**src/rtl/lamp_seq_pkg.sv**
```systemverilog
package lamp_seq_pkg;
  localparam int unsigned NUM_LAMPS = 5;
  localparam int unsigned STATE_W   = 2;
  typedef logic [STATE_W-1:0]   step_t;
  typedef logic [NUM_LAMPS-1:0] lamps_t;

  // two more lamps per step, saturating at all lamps
  function automatic lamps_t lamp_mask(input step_t s);
    int unsigned lit;
    lamps_t m;
    lit = 32'(s) * 2;
    if (lit > NUM_LAMPS) lit = NUM_LAMPS;
    for (int unsigned i = 0; i < NUM_LAMPS; i++) m[i] = (i < lit);
    return m;
  endfunction
endpackage

```
**src/rtl/step_prescaler.sv**
```systemverilog
module step_prescaler #(
  parameter int unsigned CLKS_PER_STEP = 50_000_000
) (
  input  logic clk_i,
  input  logic rst_ni,
  input  logic run_i,
  output logic tick_o
);
  localparam int unsigned CNT_W = (CLKS_PER_STEP > 1) ? $clog2(CLKS_PER_STEP) : 1;
  localparam logic [CNT_W-1:0] LAST = CNT_W'(CLKS_PER_STEP - 1);

  logic [CNT_W-1:0] cnt_q;

  assign tick_o = run_i && (cnt_q == LAST);

  always_ff @(posedge clk_i or negedge rst_ni) begin
    if (!rst_ni)      cnt_q <= '0;
    else if (!run_i)  cnt_q <= '0;
    else if (tick_o)  cnt_q <= '0;
    else              cnt_q <= cnt_q + 1'b1;
  end

  assert_cnt_bound_R3: assert property (@(posedge clk_i) disable iff (!rst_ni)
    32'(cnt_q) < CLKS_PER_STEP);
  assert_idle_clear_R7: assert property (@(posedge clk_i) disable iff (!rst_ni)
    !run_i |=> (cnt_q == '0));
endmodule

```
**src/rtl/step_fsm.sv**
```systemverilog
module step_fsm
  import lamp_seq_pkg::*;
(
  input  logic  clk_i,
  input  logic  rst_ni,
  input  logic  run_i,
  input  logic  tick_i,
  output step_t state_d_o,
  output step_t state_q_o
);
  step_t state_q;
  step_t state_d;

  always_comb begin
    if (!run_i)      state_d = '0;
    else if (tick_i) state_d = state_q + 1'b1;
    else             state_d = state_q;
  end

  // each state bit in its own flop
  for (genvar b = 0; b < STATE_W; b++) begin : g_bit
    always_ff @(posedge clk_i or negedge rst_ni) begin
      if (!rst_ni) state_q[b] <= 1'b0;
      else         state_q[b] <= state_d[b];
    end
  end

  assign state_d_o = state_d;
  assign state_q_o = state_q;

  assert_step_order_R2: assert property (@(posedge clk_i) disable iff (!rst_ni)
    (run_i && tick_i) |=> (state_q == $past(state_q) + 1'b1));
  assert_hold_R8: assert property (@(posedge clk_i) disable iff (!rst_ni)
    (run_i && !tick_i) |=> $stable(state_q));
  assert_off_clear_R6: assert property (@(posedge clk_i) disable iff (!rst_ni)
    !run_i |=> (state_q == '0));
endmodule

```
**src/rtl/lamp_register.sv**
```systemverilog
module lamp_register
  import lamp_seq_pkg::*;
(
  input  logic   clk_i,
  input  logic   rst_ni,
  input  step_t  state_d_i,
  output lamps_t lamp_o
);
  lamps_t lamp_q;

  always_ff @(posedge clk_i or negedge rst_ni) begin
    if (!rst_ni) lamp_q <= '0;
    else         lamp_q <= lamp_mask(state_d_i);
  end

  assign lamp_o = lamp_q;
endmodule

```
**src/rtl/lamp_sequencer.sv**
```systemverilog
module lamp_sequencer
  import lamp_seq_pkg::*;
#(
  parameter int unsigned CLKS_PER_STEP = 50_000_000
) (
  input  logic                 clk_i,
  input  logic                 rst_ni,
  input  logic                 switch_i,
  output logic [NUM_LAMPS-1:0] lamp_o,
  output logic [STATE_W-1:0]   state_o
);
  logic  tick;
  step_t state_d;
  step_t state_q;

  step_prescaler #(.CLKS_PER_STEP(CLKS_PER_STEP)) u_presc (
    .clk_i(clk_i), .rst_ni(rst_ni), .run_i(switch_i), .tick_o(tick)
  );

  step_fsm u_fsm (
    .clk_i(clk_i), .rst_ni(rst_ni), .run_i(switch_i), .tick_i(tick),
    .state_d_o(state_d), .state_q_o(state_q)
  );

  lamp_register u_lamps (
    .clk_i(clk_i), .rst_ni(rst_ni), .state_d_i(state_d), .lamp_o(lamp_o)
  );

  assign state_o = state_q;

  assert_lamp_match_R5: assert property (@(posedge clk_i) disable iff (!rst_ni)
    lamp_o == lamp_mask(state_o));
  assert_dark_when_off_R6: assert property (@(posedge clk_i) disable iff (!rst_ni)
    !switch_i |=> (lamp_o == '0));
endmodule

```
**config.mk**
```make
export PLATFORM = sky130hd
export DESIGN_NAME = lamp_sequencer
export DESIGN_NICKNAME = d
export VERILOG_FILES = /design/src/rtl/lamp_seq_pkg.sv /design/src/rtl/step_prescaler.sv /design/src/rtl/step_fsm.sv /design/src/rtl/lamp_register.sv /design/src/rtl/lamp_sequencer.sv
export SDC_FILE = /design/constraint.sdc
export NUM_CORES = 1
export LEC_CHECK = 0
export BUFFER_PORTS_ARGS = -buffer_cell sky130_fd_sc_hd__buf_4
export CORE_MARGIN = 5
export CORE_UTILIZATION = 59
export DETAILED_ROUTE_END_ITERATION = 6
export PLACE_DENSITY = 0.78
export RECOVER_POWER = 25
export SYNTH_ARGS = -nofsm -noshare
export SYNTH_HDL_FRONTEND = slang
export SYNTH_SLANG_ARGS = --single-unit
```
**constraint.sdc**
```tcl
create_clock -name clk_i -period 2.95 [get_ports clk_i]
set_clock_uncertainty 0.2 [all_clocks]
set_input_delay 0.59 -clock clk_i [delete_from_list [all_inputs] [get_ports clk_i]]
set_output_delay 0.59 -clock clk_i [all_outputs]
set_load 0.01 [all_outputs]
```
Word-level counts from Yosys, hierarchy flattened --
Index checks and enable logic that the tools add are counted.
Storage, ports and cells: register bits 33, bits of input ports 3, word-level logic and storage cells 19
Cells by class: add/subtract/negate cells 2, $lt $le $gt $ge 6, equality and inequality tests 1, multiplexer cells 5, reductions and logical operators 1
Operator list (count):
- < comparator 1 x 32 -> 1 bit (first input constant) | 2
- < comparator 2 x 32 -> 1 bit (first input constant) | 2
- 2-to-1 mux 26 bit | 2
- < comparator 3 x 32 -> 1 bit (first input constant) | 1
- adder 26 x 1 -> 26 bit (second input constant) | 1
- == test 26 bit (second input constant) | 1
- 2-to-1 mux 2 bit | 2
- greater-than comparator 3 bit (second input constant) | 1
- 2-to-1 mux 3 bit | 1
- adder 2 x 1 -> 2 bit (second input constant) | 1
- logical AND 1 bit | 1

Longest topological paths before layout --
Gate-level depths: netlist of the first run.
depth in word-level cells 7, gate-level depth with buffers 6, mapped depth without buffers 5

By module --
From an unflattened synthesis of the first run, not the netlist that was laid out.
Second synthesis, totals: cell total of the unflattened synthesis 169, area total of the unflattened synthesis 1629.1 µm²
By module, submodules not included:
- step_prescaler | instances 1, cells an instance 153, area each 1432.6 µm², seq. area each 650.6 µm²
- lamp_register | instances 1, cells an instance 8, area each 107.6 µm², seq. area each 75.1 µm²
- step_fsm | instances 1, cells an instance 8, area each 88.8 µm², seq. area each 50.0 µm²

Worst setup path after synthesis of the first run --
Ideal clock, no wire load.
path type register -> register, from register u_presc.cnt_q[0], to register u_presc.cnt_q[24], library setup time 0.073 ns, arrival time 2.024 ns, path slack 0.653 ns, stages on the path, launching flop included 7, buffers on the path 1, clock period less this slack 2.297 ns, cell sequence dfrtp_1 -> ha_1 -> nand4_2 -> or4_4 -> buf_6 -> or4_4 -> a21oi_2
On the way: longest elaborated chain between the ends 4, elaborated cells between the ends (all ways) 5, those cells by class 1 x add/sub; 1 x eq/ne; 2 x mux; 1 x reduce/logical
Ends and longest elaborated chain:
- start, declared | RTL line step_prescaler.sv:12 | logic [CNT_W-1:0] cnt_q;
- start signal, assigned | RTL line step_prescaler.sv:20 | else cnt_q <= cnt_q + 1'b1;
- branches (longest 2 deep; another with adder 26 x 1 -> 26 bit)
- 2-to-1 mux 26 bit * | RTL line step_prescaler.sv:19 | else if (tick_o) cnt_q <= '0;
- 2-to-1 mux 26 bit * | RTL line step_prescaler.sv:18 | else if (!run_i) cnt_q <= '0;
Mark *: on every way between the ends.

Final worst setup path of the first run --
from register u_presc.cnt_q[0], to register u_presc.cnt_q[22]
Same word-level chain as after synthesis.

==> results by group, run 1 <==
Yosys
  – Top FF cell, synth: dfrtp_1
  – Leading area contributor after synthesis: dfrtp_1
  – Syn avg cell area: 9.58 um2
  – Syn Nets: 164
  – Compound-cell area share of the yosys netlist: 11.4%
  – Async S/R FF share, synth: 100%
  – Area share of fa/ha/maj cells after synthesis: 0.816%
  – Main combinational cell family by area after synthesis: simple AND/OR/NAND/NOR gates
  – Post-synth EDFFs: 0
  – Netlist cell types: 30
  – Gate Count Post-Synth: 160
  – Post-synth top area share: 49.0%
  – Number of synthesis warnings: 0
  – Most numerous cell in the Yosys netlist: dfrtp_1
  – Netlist Area Pre-Place: 1530 um2
  – Post-synthesis mux area share: 0%
  – XOR/XNOR Fraction of Synth Area: 7.43%
  – Commonest cells in the netlist: dfrtp_1 (30), nor2_1 (17), a21oi_1 (13), nand2_1 (10)
  – #FFs+latches synth: 30
  – Top cells by area, synth: dfrtp_1 (49%), xnor2_1 (5.1%), a21oi_1 (4.2%)
  – Sequential-to-total area share from yosys stat: 49.0%
  – Simple-gate share of the synthesized area: 26.5%

Setup path
  – Critical Path Source Type: flip-flop
  – CP max FO: 11
  – CP Capture Type: flip-flop
  – Kind of critical path: flip-flop to flip-flop
  – Crit-path slowest cell: or4_4
  – Crit-path cells: ha_1 > nand4_2 > or4_4 > or4_1 > a21oi_1
  – Critical path data required time: 3010 ps
  – CP max stage delay: 630 ps
  – Crit path DAT: 2450 ps

Finish
  – Layout cells sized above 1: 13.5%
  – Register area: 751 um2
  – Nets: 174
  – Area of the multi-input gates: 708 um2
  – Filler instances: 193
  – Area delta synth->final: 8.16%
  – Diode count: 0

STA
  – Final setup viols: 0
  – Final Critical Period: 2390 ps
  – Maximum clock frequency: 0.418 GHz
  – RSZ-0062 raised after global routing: false
  – Max-slew headroom: -4.51%
  – Pins over their slew limit: 31
  – Setup Total Neg Slack: 0 ps
  – Slew @ Worst Pin: 1570 ps
  – Hold Vio Cnt, Final: 0
  – Period utilisation layout: 81.1%
  – WHS: 300 ps
  – Final setup margin: 557 ps

Routing
  – Drt wl/cell: 15.0 um
  – DR vias: 1196
  – Total Wirelength: 2.99 mm
  – DRT iter0 DRCs: 59
  – Vias per Instance: 5.98
  – Final ANT Viol Nets: 0
  – Residual DRC: 0
  – 1st-pass router iterations: 4

Placement
  – Dpl hpwl: 2.13 mm
  – Routability Congestion: 0.793
  – Place WS: 578 ps
  – # port buffers: 9

Clock network
  – Root Buffer: clkbuf_4
  – H-tree depth: 2
  – Worst-Skew Late Latency: 330 ps
  – CTS clk-pin slew, worst paths: 90 ps
  – Num CTS Buffers: 5
  – Post-CTS setup buffers: 0
  – Hold buffers post-CTS: 1
  – Post-CTS sizing: 0
  – Clk sinks: 30
  – CTS tree: built
  – CTS Buffer Depth: 2

Floorplanning
  – Floorplan row count: 18
  – DIE AREA: 3720 um2
  – Core area: 2480 um2
  – Initial Util: 61.9%
  – Die Y: 61.0 um
  – Die W: 61.0 um
  – I/O pins: 10

Global routing
  – Vias in the first global route: 1170
  – First-pass GRT wire length: 5.14 mm
  – Largest net degree at the start of global routing: 31
  – Initial antenna violation count: 0
  – GR Overflow Total: 0
  – GRT Overall Usage: 19.3%

Power and ir drop
  – Final Power: 0.000668 W
  – Leak: 0.648 nW
  – PwrDens: 403 nW/um2
  – Peak VDD IR: 365 uV

Run status
  – Violated checks: capacitance limit, slew limit
  – Outcome: finished with violations

Hold path
  – Hold crit path type: flip-flop to flip-flop

Job
  – Max capacitance violation total: 1
## through the flow
stage / instance area [um2] / cells / util, %
2_1_floorplan: 1530 / 160 / -
3_3_place_gp: 1610 / 192 / 64.8
3_5_place_dp: 1610 / 192 / 64.8
4_1_cts: 1660 / 200 / 67.1
5_1_grt: 1660 / 200 / 66.9
6_report: 1660 / 200 / 66.9
## power by group
part	leakage, nW	internal (W)	total, W	switching [W]
sequential	0.417	0.000414	0.000418	0.00000414
combinational	0.206	0.00000846	0.0000270	0.0000186
clock	0.0254	0.0000896	0.000223	0.000133
total	0.648	0.000512	0.000668	0.000156
## path summary, 6_finish.rpt
| kind | slack [ps] | from | end | cells past startpoint |
|---|---|---|---|---|
| max | 560 | u_presc.cnt_q[0] | u_presc.cnt_q[22] | 5 |
| min | 300 | u_presc.cnt_q[0] | u_presc.cnt_q[0] | 1 |
| max reg2reg | 560 | u_presc.cnt_q[0] | u_presc.cnt_q[22] | 5 |
| min reg2reg | 300 | u_presc.cnt_q[0] | u_presc.cnt_q[0] | 1 |
| max in group asynchronous | 660 | rst_ni | u_presc.cnt_q[12] | 2 |
| min in group asynchronous | 980 | rst_ni | u_lamps.lamp_o[2] | 2 |
## metal layers
layer  part of all wire, %  vias to the layer above  global-route usage [%]
li1                      -                      594                       -
met1                    44                      573                    22.4
met2                    50                       21                    33.0
met3                   5.0                        8                    5.74
met4                   1.8                        0                    8.67
met5                     0                        -                       0
## layout make-up
cell class / instances / area share (%)
clock buffer: 7 / 2.72
inverter: 6 / 1.36
multi-input combinational: 116 / 42.7
sequential: 30 / 45.3
tap: 30 / 2.26
timing repair buffer: 11 / 5.66
## placed cells by master, fill, tap and decap left out, types with 2 or more instances in the layout
master | netlist | final
dfrtp_1 | 30 | 30
nand3_1 | 9 | 9
xor2_1 | 4 | 4
clkbuf_4 | 0 | 5
clkbuf_1 | 2 | 3
nor2_1 | 17 | 17
or4_4 | 2 | 2
nor4_1 | 3 | 3
inv_1 | 6 | 6
buf_4 | 3 | 8
o31ai_1 | 5 | 5
or3_1 | 6 | 6
or3_2 | 2 | 2
nor3_1 | 5 | 5
nand4_1 | 6 | 6
o21ai_0 | 9 | 9
nand4_2 | 2 | 2
or4_1 | 6 | 6
xnor2_1 | 9 | 9
nand2_1 | 10 | 10
a21oi_1 | 13 | 13
## sequential cells by signal, indices dropped and copies added, names as in the netlist
signal,count
u_presc.cnt_q,26
u_lamps.lamp_o,3
u_fsm.state_q_o,1
## worst max-delay path: cells and delay by family, from the launching register on
kind | cells | cell delay (ps)
fa+ha+maj | 1 | 260
simple gates | 3 | 1280
compound gates | 1 | 170
flops | 1 | 400
## logic make-up (layout without fill, tap and decap cells)
kind of cell / Yosys count / after routing
XOR/XNOR: 13 / 13
adder cells (fa/ha/maj): 1 / 1
AND/OR/NAND/NOR: 72 / 72
AO/OA/AOI/OAI: 30 / 30
flip-flops: 30 / 30
buffers and inverters: 14 / 24
(Power assumes the default switching activity.)
==> inputs of run 2 (changes only) <==
==> constraint.sdc (replaced) <==
create_clock -name clk_i -period 2.3 [get_ports clk_i]
set_clock_uncertainty 0.2 [all_clocks]
set_input_delay 0.46 -clock clk_i [delete_from_list [all_inputs] [get_ports clk_i]]
set_output_delay 0.46 -clock clk_i [all_outputs]
set_load 0.01 [all_outputs]
==> run 2 against run 1 <==
Effect of this change: the run now ends clean; worst hold slack worse by 110 ps; power grew 29%; wire length is 2.8% higher; clock power is 28% higher; sequential power up 28%; register-to-register slack got worse by 490 ps; sequential share of layout area decreased by 1.8 points; non-clock buffer count grew 8; final cell count is 4.0% higher; highest routed layer unchanged.
==> results by group, run 2 (synthesis gave the netlist of run 1 again) <==
Setup path
  – Critical Path Source Type: flip-flop
  – Delay-heaviest family, CP: simple AND/OR/NAND/NOR gates
  – CP dominant cell by count: or4_4
  – Crit path DAT: 2290 ps (-160 ps)
  – CP max stage delay: 610 ps (-20 ps)
  – Kind of critical path: flip-flop to flip-flop
  – Critical path data required time: 2350 ps (-660 ps)
  – Crit-path slowest cell: or4_4
  – Worst path bufs/invs: 0 (unchanged)
  – CP Capture Type: flip-flop
  – Crit-path cells: ha_2 > nand4_2 > or4_4 > or4_4 > a21oi_2
  – CP max FO: 7 (-4)

Routing
  – DRT iter0 DRCs: 87 (+47%)
  – Final ANT Viol Nets: 0 (unchanged)
  – DR vias: 1280 (+7.0%)
  – Vias per Instance: 6.15 (+2.9%)
  – Metal2 WL: 1.59 mm (+7.0%)
  – 1st-pass router iterations: 4 (unchanged)
  – Top Metal Used: met4
  – Drt wl/cell: 14.8 um (-1.1%)
  – Residual DRC: 0 (unchanged)
  – Met3 WL: 195 um (+30%)
  – M1 wire length: 1.27 mm (-2.6%)
  – Total Wirelength: 3.08 mm (+2.8%)

Placement
  – Routability Congestion: 0.778 (-1.9%)
  – # port buffers: 9 (unchanged)
  – Dpl hpwl: 2.12 mm (-0.40%)

STA
  – Pins over their slew limit: 0 (-100%)
  – Period utilisation layout: 97.1% (+16 points)
  – Slew @ Worst Pin: 731 ps (-836 ps)
  – RSZ-0062 raised after global routing: false
  – Maximum clock frequency: 0.448 GHz (+7.2%)
  – Setup Total Neg Slack: 0 ps (unchanged)
  – Final setup viols: 0 (unchanged)
  – Hold Vio Cnt, Final: 0 (unchanged)
  – Final Critical Period: 2230 ps (-160 ps)
  – Max-slew headroom: 51.2% (+56 points)

Global routing
  – First-pass GRT wire length: 5.13 mm (-0.14%)
  – Initial antenna violation count: 0 (unchanged)
  – GR Overflow Total: 0 (unchanged)
  – Vias in the first global route: 1241 (+6.1%)
  – Largest net degree at the start of global routing: 31 (unchanged)
  – GRT Overall Usage: 19.1% (-0.25 points)

Finish
  – Top reg by flops: u_presc.cnt_q
  – Area of the multi-input gates: 718 um2 (+1.4%)
  – Filler instances: 183 (-5.2%)
  – Fin util: 69.7% (+2.8 points)
  – Area delta synth->final: 12.7%
  – Largest register FFs: 26 (unchanged)
  – Diode count: 0 (unchanged)
  – Commonest non-fill, non-tap cells in the layout: dfrtp_1 (30), nor2_1 (17), buf_4 (15), a21oi_1 (12), nand2_1 (10)
  – Nets: 182 (+4.6%)
  – Commonest non-fill, non-tap cell in the layout: dfrtp_1
  – Register area: 751 um2 (unchanged)
  – Layout cells sized above 1: 19.7% (+6.1 points)

Clock network
  – CTS clk-pin slew, worst paths: 90 ps (about the same)
  – H-tree depth: 2 (unchanged)
  – CTS Buffer Depth: 2 (unchanged)
  – Num CTS Buffers: 5 (unchanged)
  – Clk sinks: 30 (unchanged)
  – CTS tree: built
  – Worst-Skew Late Latency: 320 ps (about the same)
  – Root Buffer: clkbuf_4

Power and ir drop
  – PwrDens: 500 nW/um2 (+24%)
  – Peak VDD IR: 420 uV (+15%)
  – Leak: 0.686 nW (+5.9%)

Floorplanning
  – Initial Util: 61.9% (unchanged)
  – Floorplan row count: 18 (unchanged)
  – I/O pins: 10 (unchanged)
  – Core area: 2480 um2 (unchanged)
  – DIE AREA: 3720 um2 (unchanged)
  – Die W: 61.0 um (unchanged)
  – Die Y: 61.0 um (unchanged)

Run status
  – Outcome: finished clean

Hold path
  – Hold crit path type: input pin to flip-flop

Job
  – Max capacitance violation total: 0 (-1)
## run 2: timing repair
| action | CTS | global route |
|---|---|---|
| endpoints found under the hold margin | 30 | 0 |
| gates resized for setup | 0 | 3 |
| hold buffers | 1 | 0 |
| cloned | 0 | 0 |
| endpoints found under the setup margin | 2 | 9 |
| pin swaps | 1 | 3 |
| setup buffers | 0 | 3 |
## run 2: through the flow
stage	instances	power [W]	worst slack, ps	hold WS (ps)	cell area (um2)
final	208	0.000863	67.6	191	1730
after global routing	208	0.000898	6.43	177	1730
after detailed placement	197	0.000586	15.0	207	1640
after CTS	205	0.000866	16.8	189	1700
after floorplan	160	0.000562	3.18	-35.6	1530
after global placement	197	0.000584	106	201	1640
## run 2: worst paths after layout
kind	start	to	slack, ps	depth (start not counted)
max	u_presc.cnt_q[1]	u_presc.cnt_q[24]	70	5
min	switch_i	u_lamps.lamp_o[1]	190	2
max in group asynchronous	rst_ni	u_presc.cnt_q[13]	910	2
min in group asynchronous	rst_ni	u_lamps.lamp_o[2]	520	2
min reg2reg	u_presc.cnt_q[0]	u_presc.cnt_q[0]	350	2
max reg2reg	u_presc.cnt_q[1]	u_presc.cnt_q[24]	70	5
## run 2: worst reg2reg max path, cell delays in order (launching register included)
cell,delay (ps)
dfrtp_1,380
ha_2,200
nand4_2,130
or4_4,610
or4_4,500
a21oi_2,140
## run 2: power by group
group / internal (W) / switching (W)
Clock: 0.000115 / 0.000170
Sequential: 0.000531 / 0.00000430
Combinational: 0.0000160 / 0.0000268
Total: 0.000662 / 0.000201
## run 2: final cells by class
type	instances	share of cell area, %
Sequential cell	30	43.5
Multi-Input combinational cell	116	41.6
Timing Repair Buffer	19	8.84
Clock buffer	7	2.61
Tap cell	30	2.17
Inverter	6	1.30
## run 2: per-layer routing
layer,vias to the layer above,track usage [%]
li1,613,-
met1,617,20.7
met2,46,34.0
met3,4,4.68
met4,0,10.2
met5,-,0
==> inputs of run 3 (changes only) <==
--- a/config.mk
+++ b/config.mk
@@ -9,7 +9,7 @@
 export CORE_MARGIN = 5
 export CORE_UTILIZATION = 59
 export DETAILED_ROUTE_END_ITERATION = 6
-export PLACE_DENSITY = 0.78
+export PLACE_DENSITY = 0.76
 export RECOVER_POWER = 25
 export SYNTH_ARGS = -nofsm -noshare
 export SYNTH_HDL_FRONTEND = slang
==> run 3 against run 2 <==
Effect of this change: die area stayed put; cell area is 4.1% higher; register-to-register slack better by 40 ps; combinational power is 4% higher; global-route usage is 0.64 points higher; critical path depth is 1 lower; sequential cell count stayed put; wire length is 6.3% higher; worst hold slack worse by 21 ps; final cell count is 1.9% higher.
==> results by group, run 3 (synthesis gave the netlist of run 1 again) <==
Run status
  – Outcome: finished clean

Finish
  – Filler instances: 181 (-1.1%)
  – Commonest non-fill, non-tap cell in the layout: dfrtp_1
  – Finished Cell Area: 1800 um2 (+4.1%)
  – Layout cells sized above 1: 23.1% (+3.4 points)
  – Commonest non-fill, non-tap cells in the layout: dfrtp_1 (30), buf_4 (19), nor2_1 (17), a21oi_1 (11), nand2_1 (10)
  – Fin util: 72.5% (+2.8 points)
  – Area delta synth->final: 17.2%
  – Top reg by flops: u_presc.cnt_q
  – Diode count: 0 (unchanged)
  – Largest register FFs: 26 (unchanged)
  – Finished Layout Cells: 212 (+1.9%)
  – Nets: 185 (+1.6%)

Setup path
  – Critical Path Source Type: flip-flop
  – Critical path data required time: 2350 ps (about the same)
  – Reg2Reg Depth: 4 (-1)
  – R2R Setup Slk: 110 ps (+40 ps)
  – CP max FO: 7 (unchanged)
  – CP Capture Type: flip-flop
  – Critical R2R Launch: u_presc.cnt_q[2]
  – R2r endpoint: u_presc.cnt_q[25]
  – Kind of critical path: flip-flop to flip-flop
  – Crit path DAT: 2240 ps (-50 ps)

Floorplanning
  – DIE AREA: 3720 um2 (unchanged)
  – Die W: 61.0 um (unchanged)
  – Core area: 2480 um2 (unchanged)
  – I/O pins: 10 (unchanged)
  – Floorplan row count: 18 (unchanged)
  – Die Y: 61.0 um (unchanged)
  – Initial Util: 61.9% (unchanged)

Power and ir drop
  – Leak: 0.719 nW (+4.8%)
  – Combinational power share: 4.6% (-0.4 points)
  – Seq pwr share: 55.4% (-6.6 points)
  – Sw Share: 22.0% (-1.3 points)
  – Clock Power Share: 40.0% (+7.0 points)
  – Peak VDD IR: 394 uV (-6.2%)
  – PwrDens: 540 nW/um2 (+8.0%)
  – Internal: 0.000757 W (+14%)
  – P_sw: 0.000213 W (+6.1%)

Clock network
  – CTS Buffer Depth: 2 (unchanged)
  – Clk sinks: 30 (unchanged)
  – CTS clk-pin slew, worst paths: 100 ps (about the same)
  – H-tree depth: 2 (unchanged)
  – CTS tree: built
  – Root Buffer: clkbuf_4
  – Worst-Skew Late Latency: 330 ps (about the same)
  – Num CTS Buffers: 5 (unchanged)

Routing
  – Vias per Instance: 6.20 (+0.72%)
  – Total Wirelength: 3.27 mm (+6.3%)
  – Final ANT Viol Nets: 0 (unchanged)
  – DRT iter0 DRCs: 38 (-56%)
  – DR vias: 1314 (+2.7%)
  – Residual DRC: 0 (unchanged)
  – 1st-pass router iterations: 4 (unchanged)
  – Drt wl/cell: 15.4 um (+4.3%)

Job
  – Max capacitance violation total: 0 (unchanged)

STA
  – Max-slew headroom: 51.7% (+0.45 points)
  – WHS: 170 ps (-21.0 ps)
  – Final setup viols: 0 (unchanged)
  – Pins over their slew limit: 0 (unchanged)
  – Slew @ Worst Pin: 725 ps (-6.69 ps)
  – Hold Vio Cnt, Final: 0 (unchanged)
  – Final Critical Period: 2190 ps (-39.4 ps)
  – Maximum clock frequency: 0.456 GHz (+1.8%)
  – Period utilisation layout: 95.3% (-1.7 points)

Placement
  – Dpl hpwl: 2.17 mm (+2.5%)
  – Routability Congestion: 0.795 (+2.2%)
  – Placed Instance Area: 1640 um2 (-0.30%)
  – Inst Count DP: 198 (+0.51%)
  – # port buffers: 9 (unchanged)

Hold path
  – Hold Crit Depth: 3 (+1)
  – Hold_sp: switch_i
  – Hold crit path type: input pin to flip-flop
  – Hold EP: u_lamps.lamp_o[4]

Global routing
  – First-pass GRT wire length: 5.40 mm (+5.2%)
  – GR Overflow Total: 0 (unchanged)
  – Largest net degree at the start of global routing: 31 (unchanged)
  – GRT Overall Usage: 19.7% (+0.64 points)
  – Vias in the first global route: 1239 (-0.16%)
  – Initial antenna violation count: 0 (unchanged)
run 3: cell type report:
class                           count  area [um2]  area share (%)
Inverter                            6        22.5            1.25
Multi-Input combinational cell    117         749            41.7
Sequential cell                    30         751            41.8
Timing Repair Buffer               21         158            8.77
Clock buffer                        8        78.8            4.39
Tap cell                           30        37.5            2.09
run 3: how the worst max path moves through the flow:
stage,from,to,slack (ps),cells after the start
2_1_floorplan,u_presc.cnt_q[0],u_presc.cnt_q[24],3,6
3_3_place_gp,u_presc.cnt_q[1],u_presc.cnt_q[24],100,5
3_5_place_dp,u_presc.cnt_q[1],u_presc.cnt_q[24],20,5
4_1_cts,u_presc.cnt_q[1],u_presc.cnt_q[24],2,5
5_1_grt,u_presc.cnt_q[2],u_presc.cnt_q[25],-0.3,4
6_report,u_presc.cnt_q[2],u_presc.cnt_q[25],110,4
run 3: power groups by stage:
stage,combinational [W],sequential [W],clock [W]
after global placement,0.0000371,0.000546,0
after floorplan,0.0000154,0.000546,0
after CTS,0.0000405,0.000536,0.000393
after detailed placement,0.0000388,0.000547,0
after global routing,0.0000508,0.000538,0.000420
final,0.0000444,0.000538,0.000388
run 3: layer usage:
metal  track usage, %  part of all wire, %  vias to the layer above
li1                 -                    -                      624
met1             24.2                   42                      642
met2             32.5                   49                       38
met3             5.96                  6.6                       10
met4             8.05                  2.3                        0
met5                0                    0                        -
run 3: stage by stage:
| step | total power, W | TNS, ps | worst slack (ps) |
|---|---|---|---|
| floorplan | 0.000562 | 0 | 3.18 |
| finish | 0.000970 | 0 | 107 |
| global placement | 0.000583 | 0 | 104 |
| CTS | 0.000969 | 0 | 1.87 |
| global route | 0.00101 | -0.340 | -0.340 |
| detailed placement | 0.000585 | 0 | 22.5 |
run 3: timing repair:
action                                  CTS  global route
endpoints found under the hold margin    30             0
hold buffers                              1             0
setup buffers                             0             4
gates resized for setup                   0             6
endpoints found under the setup margin    0            10
run 3: critical path: stages (launching register included):
cell	delay [ps]
dfrtp_1	500
nand3_1	150
or4_4	620
or4_1	490
a21oi_1	160
